<file path="src/rtl/tick_divider.sv">
`timescale 1ns/1ps
module tick_divider #(
  parameter int W = 16
) (
  input  logic         clk,
  input  logic         rst_n,
  input  logic         run,
  input  logic         pre_we,
  input  logic [W-1:0] pre_wdata,
  input  logic         upd,
  input  logic         reinit,
  output logic         tick
);

  logic [W-1:0] pre_q;
  logic [W-1:0] ratio_q;
  logic [W-1:0] ph_q;
  logic         wrap;

  assign wrap = (ph_q == ratio_q);
  assign tick = run && wrap;

  always_ff @(posedge clk or negedge rst_n) begin
    if (!rst_n) begin
      pre_q <= '0;
    end else if (pre_we) begin
      pre_q <= pre_wdata;
    end
  end

  always_ff @(posedge clk or negedge rst_n) begin
    if (!rst_n) begin
      ratio_q <= '0;
    end else if (upd) begin
      ratio_q <= pre_q;
    end
  end

  always_ff @(posedge clk or negedge rst_n) begin
    if (!rst_n) begin
      ph_q <= '0;
    end else if (upd || reinit) begin
      ph_q <= '0;
    end else if (run) begin
      ph_q <= wrap ? '0 : ph_q + 1'b1;
    end
  end

endmodule


</file>
<file path="config.mk">
export PLATFORM = sky130hd
export DESIGN_NAME = tick_divider
export DESIGN_NICKNAME = d
export VERILOG_FILES = /design/src/rtl/tick_divider.sv
export SDC_FILE = /design/constraint.sdc
export NUM_CORES = 1
export LEC_CHECK = 0
export BUFFER_PORTS_ARGS = -buffer_cell sky130_fd_sc_hd__buf_2
export CAP_MARGIN = 20
export CORE_ASPECT_RATIO = 0.6
export CORE_MARGIN = 4
export CORE_UTILIZATION = 55
export CTS_CLUSTER_SIZE = 25
export DETAILED_ROUTE_END_ITERATION = 8
export PLACE_DENSITY_LB_ADDON = 0.15
export SETUP_SLACK_MARGIN = 0.2
export SLEW_MARGIN = 20
export SYNTH_ARGS = -nofsm -noshare
export SYNTH_HDL_FRONTEND = slang
export SYNTH_SLANG_ARGS = --single-unit
</file>
<file path="constraint.sdc">
create_clock -name clk -period 2.27 [get_ports clk]
set_clock_uncertainty 0.2 [all_clocks]
set_input_delay 0.454 -clock clk [delete_from_list [all_inputs] [get_ports clk]]
set_output_delay 0.454 -clock clk [all_outputs]
set_load 0.01 [all_outputs]
</file>
==> metrics.md <==
| Metric | Value |
|---|---|
| Final period util | 1.06 |
| First-pass GRT wire length | 8350 um |
| Post-Syn Nets | 214 |
| Sequential-to-total area share from yosys stat | 0.509 |
| Worst r2r src | ph_q[13]$_DFFE_PN0P_ |
| MaxCap Viol Count | 0 |
| Worst hold path class | in2reg |
| # diodes | 0 |
| Drt wl/cell | 16.9 um |
| Status | complete, but fails checks |
| Post-Route WL | 4830 um |
| Synthesized area | 0.00236 mm^2 |
| Period minus WS final | 2400 ps |
| Die area | 0.00544 mm^2 |
| Setup WS post-layout | -132 ps |
| Antenna violations before repair | 0 |
| Most frequent cells in the layout | dfrtp_1 (45), mux2_2 (32), buf_2 (22) |
| F_max | 0.416 GHz |
| Gpl congestion | 0.882 |
| Clock latency on the worst-skew pair | 300 ps |
| CTS clk-pin slew, worst paths | 90 ps |
| Ys Warns | 0 |
| Hold Vio Cnt, Final | 0 |
| Most common cell after layout, fill and taps aside | dfrtp_1 |
| Overall Global Routing Usage | 0.199 |
| Start point of the critical path | ph_q[13]$_DFFE_PN0P_ |
| Final ANT Viol Nets | 0 |
| IO buf count | 22 |
| Area grow syn2layout | 15.6% |
| Worst Tran Pin Value | 1030 ps |
| VDD IR-drop max | 0.000398 V |
| Power density cells | 656 mW/mm^2 |
| Vias | 1682 |
| Total power | 1.79 mW |
| Cell area after layout | 0.00273 mm^2 |
| Critical path class | reg2out |
| Utilization after layout | 0.662 |
| Relative slew slack | 0.308 |
| Root Driver | clkbuf_8 |
| RSZ-0062 raised after global routing | true |
| Largest net degree at the start of global routing | 26 |
| Critical-path maximum fanout | 5 |
| Crit. End Element | primary output |
| Starting Density | 0.573 |
| Yosys cell types | 34 |
| TritonCTS Buffers | 5 |
| Leak | 1.19 nW |
| Synth top area cells | dfrtp_1 (51%), mux2_2 (15%), xor2_1 (6.3%) |
| Clock Path Buffers | 2 |
| Vias in the first global route | 1686 |
| Endpoints failing setup | 1 |
| Leading area contributor after synthesis | dfrtp_1 |
| Post-placement cell area | 0.00255 mm^2 |
| CP Data Arrival Time | 1750 ps |
| Synth Instances | 191 |
| Comb pwr share | 0.111 |
| Clk network pwr share | 0.346 |
| Internal | 1.36 mW |
| Flops & latches, synth | 48 |
| Failing checks | setup timing |
| DRT Pass-1 Iters | 5 |
| CP startpoint kind | flop |
| CTS H-tree lvls | 2 |
| Post-Syn Area per Cell | 12.4 um^2 |
| Fin nets | 248 |
| # rows | 18 |
| Share of post-route cells with drive strength above 1 | 0.403 |
| Num Clock Sinks | 48 |
| Filler cells | 326 |
| Min-Delay Startpoint | reinit |
| Core area | 0.00412 mm^2 |
| Die W | 92.6 um |
| Remaining Overflow, GRT | 0 |
| Max-slew violations | 0 |
| Top cell type's share of synthesized area | 0.509 |
| Die height | 58.7 um |
| P_sw | 432 uW |
| Vias/cell | 5.88 |
| Switching Fraction | 0.241 |
| Final HPWL DP | 3340 um |
| Worst EP required | 1620 ps |
| Remaining DRCs | 0 |
| CTS tree | yes |
| IO Count | 23 |
| DR iter-0 viols | 94 |
| Flop pwr share | 0.543 |
[cell type report]
cell class              instances  area [um^2]  area share
clock inverters                 3         42.5      0.0156
flip-flops and latches         48         1200       0.442
clock buffers                   5         68.8      0.0252
repair buffers                 37          225      0.0825
well taps                      60         75.1      0.0275
inverters                       2         7.51     0.00275
multi-input cells             131         1100       0.405
[power by group through the flow]
stage	Sequential [mW]	Combinational [mW]	Clock [mW]
after floorplan	0.975	0.137	0
after global routing	0.984	0.221	0.682
after detailed placement	0.992	0.195	0
final	0.973	0.198	0.619
after global placement	0.988	0.185	0
after CTS	0.974	0.199	0.627
[critical path: stages, from the launching register on]
cell	delay (ps)
dfrtp_1	450
xor2_1	190
nor4_2	400
nand4_4	150
nor2_2	120
buf_2	140
[final timing paths]
check | to | slack, ps | cells past startpoint
hold / removal | ph_q[8]$_DFFE_PN0P_ | 150 | 2
setup reg to reg | ph_q[14]$_DFFE_PN0P_ | 230 | 6
min in group asynchronous | ph_q[5]$_DFFE_PN0P_ | 460 | 2
max in group asynchronous | ph_q[12]$_DFFE_PN0P_ | 800 | 3
hold reg to reg | ratio_q[10]$_DFFE_PN0P_ | 310 | 1
setup / recovery | tick | -130 | 5
[repair_timing]
action	CTS	global route
resized for setup	4	2
hold buffers	1	0
setup buffers	2	1
cloned	0	1
endpoints found under the hold margin	23	0
setup endpoints to repair	13	13
pin swaps	4	3
[layer usage]
metal,wire length (um),GRT usage,vias to the layer above
met5,0,0,-
met2,2270,0.323,61
met1,2190,0.266,836
met4,77,0.0571,0
met3,295,0.0575,10
li1,-,-,775
[metrics by stage]
step | hold slack (ps) | instances | setup WS [ps] | TNS [ps]
global route | 126 | 286 | -202 | -202
CTS | 139 | 284 | -116 | -116
finish | 147 | 286 | -132 | -132
detailed placement | 275 | 273 | 78.5 | 0
global placement | 263 | 273 | 115 | 0
floorplan | -41.6 | 191 | 223 | 0
[cell usage after synthesis]
cell type / n
and4_1: 4
nor2b_1: 1
nor2_1: 4
nand3_2: 1
o21ai_0: 1
o211ai_1: 1
o2111ai_1: 1
nor3_1: 2
nand4_4: 1
a41oi_1: 2
nand4_1: 11
inv_1: 2
a31oi_1: 1
and3_1: 2
nor4_1: 1
o311ai_2: 4
nor4_2: 4
nand3_1: 6
nand3b_1: 1
nand2_1: 19
buf_2: 2
mux2_2: 32
or3_1: 1
and2_1: 3
o31ai_1: 2
clkbuf_1: 3
xor2_1: 17
dfrtp_1: 48
a21boi_0: 1
buf_1: 2
mux2i_1: 1
buf_6: 4
o311ai_1: 5
ha_1: 1
[state kept, by name, summed over array words and instances, names as in the netlist]
signal   cells
ratio_q     16
pre_q       16
ph_q        16
[logic make-up after synthesis]
family	Yosys count	share of synthesized area
fa+ha+maj	1	0.00530
mux	33	0.157
buf+inv	13	0.0345
compound gates	18	0.0748
xor+xnor	17	0.0631
flops	48	0.509
simple gates	61	0.156
Note: power is estimated with default switching activity, not from simulation.
